`src/rtl/latreg_pkg.sv`:
```
package latreg_pkg;
  localparam int BUS_W       = 18;
  localparam int SYNC_STAGES = 2;

  typedef enum logic {
    MODE_PASS = 1'b0,
    MODE_EDGE = 1'b1
  } path_mode_e;
endpackage

```
`src/rtl/strobe_rise_detect.sv`:
```
module strobe_rise_detect #(
  parameter int STAGES = latreg_pkg::SYNC_STAGES
) (
  input  logic clk,
  input  logic rst,
  input  logic strobe,
  output logic rise
);
  localparam int CHAIN = STAGES + 1;

  logic [CHAIN-1:0] chain_q;

  genvar gi;
  generate
    for (gi = 0; gi < CHAIN; gi++) begin : g_stage
      if (gi == 0) begin : g_first
        always_ff @(posedge clk) begin
          if (rst) chain_q[0] <= 1'b0;
          else     chain_q[0] <= strobe;
        end
      end else begin : g_next
        always_ff @(posedge clk) begin
          if (rst) chain_q[gi] <= 1'b0;
          else     chain_q[gi] <= chain_q[gi-1];
        end
      end
    end
  endgenerate

  assign rise = chain_q[STAGES-1] & ~chain_q[STAGES];

  // an edge yields exactly one capture pulse
  a_r3_single_pulse: assert property (@(posedge clk) disable iff (rst)
    rise |=> !rise);
endmodule

```
`src/rtl/hold_store.sv`:
```
module hold_store #(
  parameter int W = latreg_pkg::BUS_W
) (
  input  logic                   clk,
  input  logic                   rst,
  input  latreg_pkg::path_mode_e mode,
  input  logic                   rise,
  input  logic [W-1:0]           d,
  output logic [W-1:0]           q
);
  import latreg_pkg::*;

  logic load;
  assign load = (mode == MODE_PASS) || rise;

  always_ff @(posedge clk) begin
    if (rst)       q <= '0;
    else if (load) q <= d;
  end

  // storage tracks A while transparent, so freezing is seamless
  a_r5_track: assert property (@(posedge clk) disable iff (rst)
    (mode == MODE_PASS) |=> q == $past(d));
  // a detected rise in edge mode takes the current A
  a_r3_capture: assert property (@(posedge clk) disable iff (rst)
    (mode == MODE_EDGE && rise) |=> q == $past(d));
  // no rise in edge mode leaves storage untouched
  a_r4_hold: assert property (@(posedge clk) disable iff (rst)
    (mode == MODE_EDGE && !rise) |=> $stable(q));
endmodule

```
`src/rtl/bus_out_gate.sv`:
```
module bus_out_gate #(
  parameter int W = latreg_pkg::BUS_W
) (
  input  logic                   rst,
  input  logic                   oe_n,
  input  latreg_pkg::path_mode_e mode,
  input  logic [W-1:0]           live,
  input  logic [W-1:0]           stored,
  output logic [W-1:0]           y_data,
  output logic                   y_drive
);
  import latreg_pkg::*;

  logic [W-1:0] chosen;

  always_comb begin
    chosen  = (mode == MODE_PASS) ? live : stored;
    y_drive = ~oe_n & ~rst;
    y_data  = y_drive ? chosen : '0;
  end
endmodule

```
`src/rtl/latreg_bus_driver.sv`:
```
module latreg_bus_driver #(
  parameter int W      = latreg_pkg::BUS_W,
  parameter int STAGES = latreg_pkg::SYNC_STAGES
) (
  input  logic         clk,
  input  logic         rst,
  input  logic [W-1:0] a_in,
  input  logic         oe_n,
  input  logic         le,
  input  logic         strobe,
  output logic [W-1:0] y_data,
  output logic         y_drive
);
  import latreg_pkg::*;

  path_mode_e   mode;
  logic         rise;
  logic [W-1:0] stored;

  assign mode = le ? MODE_EDGE : MODE_PASS;

  strobe_rise_detect #(.STAGES(STAGES)) u_edge (
    .clk    (clk),
    .rst    (rst),
    .strobe (strobe),
    .rise   (rise)
  );

  hold_store #(.W(W)) u_store (
    .clk  (clk),
    .rst  (rst),
    .mode (mode),
    .rise (rise),
    .d    (a_in),
    .q    (stored)
  );

  bus_out_gate #(.W(W)) u_gate (
    .rst     (rst),
    .oe_n    (oe_n),
    .mode    (mode),
    .live    (a_in),
    .stored  (stored),
    .y_data  (y_data),
    .y_drive (y_drive)
  );

  // a disabled bus is never driven and carries zeros
  a_r1_hiz: assert property (@(posedge clk) disable iff (rst)
    oe_n |-> (!y_drive && y_data == '0));
  // enabled and transparent, Y mirrors A
  a_r2_pass: assert property (@(posedge clk) disable iff (rst)
    (!oe_n && !le) |-> (y_drive && y_data == a_in));
  // enabled edge mode, Y only moves on the cycle after a rise
  a_r4_y_steady: assert property (@(posedge clk) disable iff (rst)
    (!oe_n && le && !rise) |=> (!oe_n && le) |-> $stable(y_data));
endmodule

```
`config.mk`:
```
export PLATFORM = sky130hd
export DESIGN_NAME = latreg_bus_driver
export DESIGN_NICKNAME = d
export VERILOG_FILES = /design/src/rtl/latreg_pkg.sv /design/src/rtl/strobe_rise_detect.sv /design/src/rtl/hold_store.sv /design/src/rtl/bus_out_gate.sv /design/src/rtl/latreg_bus_driver.sv
export SDC_FILE = /design/constraint.sdc
export NUM_CORES = 1
export LEC_CHECK = 0
export BUFFER_PORTS_ARGS = -buffer_cell sky130_fd_sc_hd__buf_4
export CAP_MARGIN = 20
export CORE_MARGIN = 2
export CORE_UTILIZATION = 30
export DETAILED_ROUTE_END_ITERATION = 12
export GPL_TIMING_DRIVEN = 0
export PLACE_DENSITY = 0.58
export SETUP_SLACK_MARGIN = 0.4
export SKIP_CTS_REPAIR_TIMING = 1
export SLEW_MARGIN = 25
export SYNTH_ARGS = -nofsm -noshare
export SYNTH_HDL_FRONTEND = slang
export SYNTH_SLANG_ARGS = --single-unit
export TNS_END_PERCENT = 30
```
`constraint.sdc`:
```
create_clock -name clk -period 1.47 [get_ports clk]
set_input_delay 0.147 -clock clk [delete_from_list [all_inputs] [get_ports clk]]
set_output_delay 0.147 -clock clk [all_outputs]
set_load 0.1 [all_outputs]
```
# Yosys cells after proc, flatten, opt, wreduce, memory -nomap -nowiden

Cells that the tools add are included.

Memories kept: 0
Register bits after elaboration: 21
Logic and storage cells: 14
Memory bits (writable): 0
ROM bits: 0
Latch bits: 0

Eq/ne operators: 0
Divide/modulo/power cells: 0
Bitwise gates (word level): 6
Add/sub/neg operators: 0
Magnitude comparators: 0
Multiply operators: 0
Shift operators: 0
Reductions and logical operators: 1
Mux-type cells: 3

Operators with widths:

| cell              | count |
|---|---|
| 18-bit 2-to-1 mux | 2 |
| 1-bit inverter    | 4 |
| 1-bit AND         | 2 |
| 1-bit logical OR  | 1 |
| 1-bit 2-to-1 mux  | 1 |

# Depth between registers and ports, before layout

Gate-level depths: netlist (run 1).

Word-level depth: 3
Mapped depth: 5
Mapped depth without buffers: 3

# Cells and area by module

Synthesis (run 1) repeated with hierarchy kept, for this count alone.

Cell total of the unflattened synthesis: 129
Area total of the unflattened synthesis: 1248.7 um^2

Modules (own cells, without submodules):

| module             | instances | area each (um^2) | cells each |
|---|---|---|---|
| hold_store         | 1         | 850.8            | 80 |
| bus_out_gate       | 1         | 310.3            | 42 |
| strobe_rise_detect | 1         | 87.6             | 7 |

# Worst setup path after synthesis (run 1)

No wires, ideal clock.

Path kind: input to output
From: input port rst
To: output port y_data[10]
Data arrival time: 2.024 ns
Path slack: -0.701 ns
Data required time: 1.323 ns
Stages: 4
Cell sequence: or2_2 -> buf_2 -> buf_2 -> nor2_1

Longest elaborated chain between the ends: 3

Ends and longest elaborated chain:

| what              | RTL line                | RTL |
|---|---|---|
| from (decl)       | latreg_bus_driver.sv:6  | `input logic rst,` |
| 1-bit inverter    | bus_out_gate.sv:18      | `y_drive = ~oe_n & ~rst;` |
| 1-bit AND         | bus_out_gate.sv:18      |  |
| 18-bit 2-to-1 mux | bus_out_gate.sv:19      | `y_data = y_drive ? chosen : '0;` |
| to (decl)         | latreg_bus_driver.sv:11 | `output logic [W-1:0] y_data,` |

Every way passes these cells.

# Worst setup path after layout (run 1)

From: input port oe_n
To: output port y_data[8]

Longest elaborated chain between the ends: 3

Ends and longest elaborated chain:

| what              | RTL line               | RTL |
|---|---|---|
| from (decl)       | latreg_bus_driver.sv:8 | `input logic oe_n,` |
| 1-bit inverter    | bus_out_gate.sv:18     |  |
| 1-bit AND         | bus_out_gate.sv:18     |  |
| 18-bit 2-to-1 mux | bus_out_gate.sv:19     |  |

Every way passes these cells.

==> results of run 1 <==
## routing by layer
metal / wire (µm) / up-vias
met1: 1280 / 458
met4: 23 / 0
met5: 0 / -
met2: 1390 / 22
li1: - / 510
met3: 119 / 2
## layout make-up
type                       count  area (µm²)  area share (%)
buffer                        10         116            5.90
clock buffer                   3        41.3            2.09
clock inverter                 1        5.00           0.254
inverter                       2        11.3           0.571
multi-input combinational     95         850            43.1
sequential                    21         420            21.3
tap                           48        60.1            3.04
timing repair buffer          42         469            23.8
## kinds of logic after synthesis
group                  count (synthesis)  share of synthesized area (%)
buffers and inverters                 12                           6.88
DFF                                   21                           35.0
AOI/OAI and AO/OA                      1                           1.56
and+or+nand+nor                       58                           26.5
muxes                                 36                           30.0
## sequential cells by signal (all words and copies together) (netlist names)
name and flops:
u_store.q 18, u_edge.chain_q 3
## worst paths after layout
path / startpoint / end / slack (ns) / cells after the start
worst max register to register: u_edge.chain_q[1] / u_store.q[2] / 0.37 / 4
worst max-delay path: oe_n / y_data[8] / 0.21 / 6
worst min-delay path: strobe / u_edge.chain_q[0] / 0.1 / 2
worst min register to register: u_edge.chain_q[0] / u_edge.chain_q[1] / 0.44 / 1
## stage by stage
| stage | power, mW | hold slack, ns |
|---|---|---|
| finish | 1.55 | 0.0961 |
| global route | 1.63 | 0.0972 |
| CTS | 1.51 | 0.0903 |
| detailed placement | 1.13 | 0.366 |
| global placement | 1.12 | 0.361 |
| floorplan | 1.01 | 0.275 |
## worst max-delay path: cells and delay by family
family	cells	cell delay, ns
and+or+nand+nor	2	0.37
buffers and inverters	4	0.60
## cells in the final DEF, fill, tap and decap left out, drive strengths merged
cell type  instances
nor2              18
nand2b            36
inv                1
or2                1
clkinv             1
clkbuf             9
a21boi             1
nor2b              3
clkinvlp           1
buf               46
dfxtp             21
mux2i             36
## power groups by stage
stage	registers (mW)	logic, mW	clock network (mW)
after floorplan	0.633	0.379	0
after global placement	0.636	0.485	0
after detailed placement	0.638	0.491	0
after CTS	0.624	0.492	0.397
after global routing	0.631	0.574	0.421
final	0.626	0.544	0.378
==> metrics.md, run 1 <==
| Metric | Value |
|---|---|
| Fin area | approximately 2000 µm² |
| Sw frac | approximately a third |
| Worst slew margin | 73.7% |
| Largest net degree at the start of global routing | 13 |
| List of most frequent post-synthesis cells | mux2i_1 (36), nand2b_1 (36), dfxtp_1 (21) |
| Worst Path Required | 1.32 ns |
| Proportion of power drawn by flip-flops and latches | 40.5% |
| Area leader, netlist | dfxtp_1 |
| Syn Inst Count | ~130 |
| CTS tree | done |
| Vias in the first global route | 968 |
| Combinational Power Share | 35.1% |
| Fin. max-slew vios | 0 |
| Router iterations before antenna repair | 2 |
| Final hold vios | 0 |
| RSZ-0062 raised after global routing | true |
| Clk root buf | clkbuf_8 |
| Setup ws final | about 0.21 ns |
| Global routing usage on met1 | ~17% |
| Hold crit path type | in2reg |
| MaxCap Viol Count | 0 |
| Die Area | 4520 µm² |
| Psw | 526 µW |
| Status | complete, no violations |
| Ys Warns | 0 |
| Clk_skew | 0.00308 ns |
| Startpoint types | primary input |
| Crit end category | output pin |
| Skew-Pair Late Insertion Delay | between 0.2 and 0.3 ns |
| Routed Wire Length | about 2800 µm |
| Pleak | 0.830 nW |
| Initial antenna violation count | 0 |
| Initial DRC Count | 10 |
| TritonCTS Buffers | 3 |
| Inst Count DP | 216 |
| Grt peak-use layer | met2 |
| HPWL after DPL | roughly 2000 µm |
| Crit path DAT | 1.12 ns |
| Crit-path max FO | 6 |
| Initial Util | 32.1% |
| Crit Path Class | in2out |
| Worst Max-Slew Pin Slew | 0.394 ns |
| Met2 usage | 21.3% |
| Final period util | roughly 86% |
| Wire per inst | 12.6 µm |
| Number of synthesized flops with an enable pin | 0 |
| Setup Viol. Count Final | 0 |
| Share of layout cells above drive strength 1 | 44.3% |
| Core box area | 3740 µm² |
| DRC | 0 |
| Die Ht | 67.2 µm |
| Critical path's largest stage delay | approximately 0.27 ns |
| Clock period minus worst slack | 1.26 ns |
| Gr usage total | between 10% and 20% |
| Clock Path Buffers | 2 |
| Peak Freq | between 0.7 and 0.8 GHz |
| Post-layout util | 52.7% |
| Seq cells post-synth | 21 |
| Synth Cell Area | ~1200 µm² |
| CP Cell Sequence | buf_6 > or2_4 > buf_12 > clkbuf_16 > nor2_4 > buf_12 |
| Clock power frac | 24.4% |
| First-pass GRT wire length | 4380 µm |
| Filler cells | around 350 |
| ANT nets after route | 0 |
| Synth top area share | a little over a third |
| Worst path most repeated cell | buf_12 |
| # diodes | 0 |
| Cell row count | 22 |
| Post-synth cell types | 13 |
| Placed cell area | 1730 µm² |
| Vias/cell | 4.47 |
| Syn nets | about 150 |
| TritonCTS Sinks | 21 |
| M3 GR Usage | 1.50% |
| Vias | between 900 and 1000 |
| H-tree Lvls | 1 |
| IO Port Bufs | 40 |
| Die Wd | 67.2 µm |
| Nets@finish | 198 |
| Io pins | 42 |
| Main synth FF type | dfxtp_1 |
| GPL Wtd Cong | 0.695 |
| Non-Filler Instances | 222 |
| Mean Syn Cell Area | 9.37 µm² |
| FFs w/ async S/R, synth | 0% |
| Fin Setup TNS | 0 ns |
| Pwr/cell area | 785 nW/µm² |
| Synth area leaders | dfxtp_1 (35%), mux2i_1 (30%), nand2b_1 (19%) |
| Clock slew at reported path FFs | 0.08 ns |
| GRT Residual Overflow | 0 |
| Internal | 1.02 mW |
| Area grow syn2layout | 64.4% |
| Pre-CTS setup slack | 0.0924 ns |
| Register area share after synthesis | 35.0% |
| Max IR drop VDD | 0.327 mV |
| Critical path's slowest cell | or2_4 |
Power figures use the tool's default switching activity.
==> run 2: changes to the inputs <==
--- a/config.mk
+++ b/config.mk
@@ -7,11 +7,9 @@
 export LEC_CHECK = 0
 export BUFFER_PORTS_ARGS = -buffer_cell sky130_fd_sc_hd__buf_4
 export CAP_MARGIN = 20
-export CORE_MARGIN = 2
 export CORE_UTILIZATION = 30
 export DETAILED_ROUTE_END_ITERATION = 12
 export GPL_TIMING_DRIVEN = 0
-export PLACE_DENSITY = 0.58
 export SETUP_SLACK_MARGIN = 0.4
 export SKIP_CTS_REPAIR_TIMING = 1
 export SLEW_MARGIN = 25
==> run 2 against run 1 <==
Net effect: utilization rose by 0.50 points; first-iteration DRC count rose by 90%; highest routed layer unchanged; fmax rose by 0.13%; critical endpoint unchanged; global-route usage rose by 0.75 points; largest power group unchanged.
==> metrics.md, run 2 (synthesis results as in run 1) <==
| Metric | Value |
|---|---|
| Die Area | 4260 µm² (-5.9%) |
| Clk root buf | clkbuf_8 |
| Fin area | 1990 µm² (+0.95%) |
| Worst slew margin | 74.0% (+0.27 points) |
| Share of layout cells above drive strength 1 | 47.1% (+2.9 points) |
| Io pins | 42 (unchanged) |
| Most frequent cells in the layout | nand2b_1 (36), buf_4 (28), mux2i_1 (27) |
| H-tree Lvls | 1 (unchanged) |
| First-pass GRT wire length | 4360 µm (-0.48%) |
| Final Power | 1.56 mW (+0.88%) |
| Core box area | 3740 µm² (unchanged) |
| Vias in the first global route | 1008 (+4.1%) |
| Area grow syn2layout | 66.0% |
| Initial antenna violation count | 0 (unchanged) |
| CTS tree | done |
| Final period util | 85.7% (-0.11 points) |
| TritonCTS Sinks | 21 (unchanged) |
| Worst Max-Slew Pin Slew | 0.390 ns (-0.00400 ns) |
| Crit end category | output pin |
| Die Ht | 65.2 µm (-3.0%) |
| Router iterations before antenna repair | 3 (+1) |
| Initial DRC Count | 19 (+9) |
| R2R Setup Slk | 0.39 ns (+0.02 ns) |
| Worst Path Required | 1.32 ns (about the same) |
| Regs by FF count | u_store.q x18, u_edge.chain_q x3 |
| Hold Startpoint | strobe |
| HPWL after DPL | 1980 µm (-0.21%) |
| Crit Path Class | in2out |
| Die Wd | 65.2 µm (-3.0%) |
| Top reg by flops | u_store.q |
| R2R Path End | u_store.q[17] |
| GRT Residual Overflow | 0 (unchanged) |
| Peak Freq | 0.793 GHz (+0.13%) |
| Pleak | 0.823 nW (-0.82%) |
| Crit-path max FO | 6 (unchanged) |
| Initial Util | 32.1% (unchanged) |
| Vias | 1009 (+1.7%) |
| Skew-Pair Late Insertion Delay | 0.26 ns (about the same) |
| Vias/cell | 4.55 (+1.7%) |
| Largest net degree at the start of global routing | 13 (unchanged) |
| Setup Viol. Count Final | 0 (unchanged) |
| Fin Setup TNS | 0 ns (unchanged) |
| Final hold vios | 0 (unchanged) |
| WHS Path Cells | 2 (unchanged) |
| Fin. max-slew vios | 0 (unchanged) |
| # diodes | 0 (unchanged) |
| WHS Endpoint | u_edge.chain_q[0] |
| Max IR drop VDD | 0.398 mV (+22%) |
| Max FFs per register | 18 (unchanged) |
| Routed Wire Length | 2800 µm (-0.11%) |
| Reg-to-reg startpoint | u_edge.chain_q[1] |
| Cell row count | 22 (unchanged) |
| RSZ-0062 raised after global routing | true |
| Pwr/cell area | 784 nW/µm² (about the same) |
| Clock Path Buffers | 2 (unchanged) |
| Clk_skew | 0.00530 ns (+0.00222 ns) |
| Commonest non-fill, non-tap cell in the layout | nand2b_1 |
| Clock period minus worst slack | 1.26 ns (-0.00161 ns) |
| DRC | 0 (unchanged) |
| ANT nets after route | 0 (unchanged) |
| Status | complete, no violations |
| R2r worst-path depth | 4 (unchanged) |
| Wire per inst | 12.6 µm (-0.11%) |
| MaxCap Viol Count | 0 (unchanged) |
| Clock slew at reported path FFs | 0.08 ns (about the same) |
| Startpoint types | primary input |
| Gr usage total | 13.4% (+0.75 points) |
| Nets@finish | 198 (unchanged) |
| IO Port Bufs | 40 (unchanged) |
| GPL Wtd Cong | 0.654 (-5.9%) |
| Hold crit path type | in2reg |
| Crit path DAT | 1.11 ns (about the same) |
| Placed cell area | 1730 µm² (unchanged) |
| TritonCTS Buffers | 3 (unchanged) |
run 2: per-layer routing:
metal / vias to the layer above / global-route usage (%) / routed length (µm)
li1: 510 / - / -
met1: 471 / 15.8 / 1270
met2: 23 / 24.1 / 1400
met3: 5 / 1.56 / 98
met4: 0 / 5.71 / 38
met5: - / 0 / 0
run 2: power by group:
part           internal (mW)  switching, mW
Sequential             0.606         0.0213
Clock                  0.189          0.193
Combinational          0.234          0.318
Total                   1.03          0.532
run 2: through the flow:
| step | hold WS [ns] | instances | setup slack, ns | utilization (%) |
|---|---|---|---|---|
| detailed placement | 0.366 | 216 | 0.0958 | 46.3 |
| global route | 0.0902 | 222 | 0.170 | 53.2 |
| CTS | 0.0867 | 220 | 0.0955 | 47.5 |
| floorplan | 0.275 | 128 | 0.143 | - |
| finish | 0.0884 | 222 | 0.210 | 53.2 |
| global placement | 0.361 | 216 | 0.103 | 46.3 |
run 2: cell type report:
type | instances | area (µm²)
Tap cell | 48 | 60.1
Multi-Input combinational cell | 95 | 868
Sequential cell | 21 | 420
Clock inverter | 1 | 5.00
Buffer | 10 | 116
Inverter | 2 | 11.3
Timing Repair Buffer | 42 | 469
Clock buffer | 3 | 41.3
Fill cell | 355 | 1750
run 2: worst max path at each step:
stage                   from         end  slack [ns]  cells past startpoint
2_1_floorplan            rst  y_data[10]        0.14                      4
3_3_place_gp             rst   y_data[9]        0.10                      6
3_5_place_dp             rst   y_data[9]         0.1                      6
4_1_cts                  rst   y_data[9]         0.1                      6
5_1_grt        u_store.q[16]  y_data[16]        0.17                      3
6_report                oe_n   y_data[8]        0.21                      6
run 2: critical path, cell delays in order:
cell and delay, ns:
buf_6 0.09, or2_4 0.27, buf_12 0.16, clkbuf_16 0.17, nor2_4 0.10, buf_12 0.18
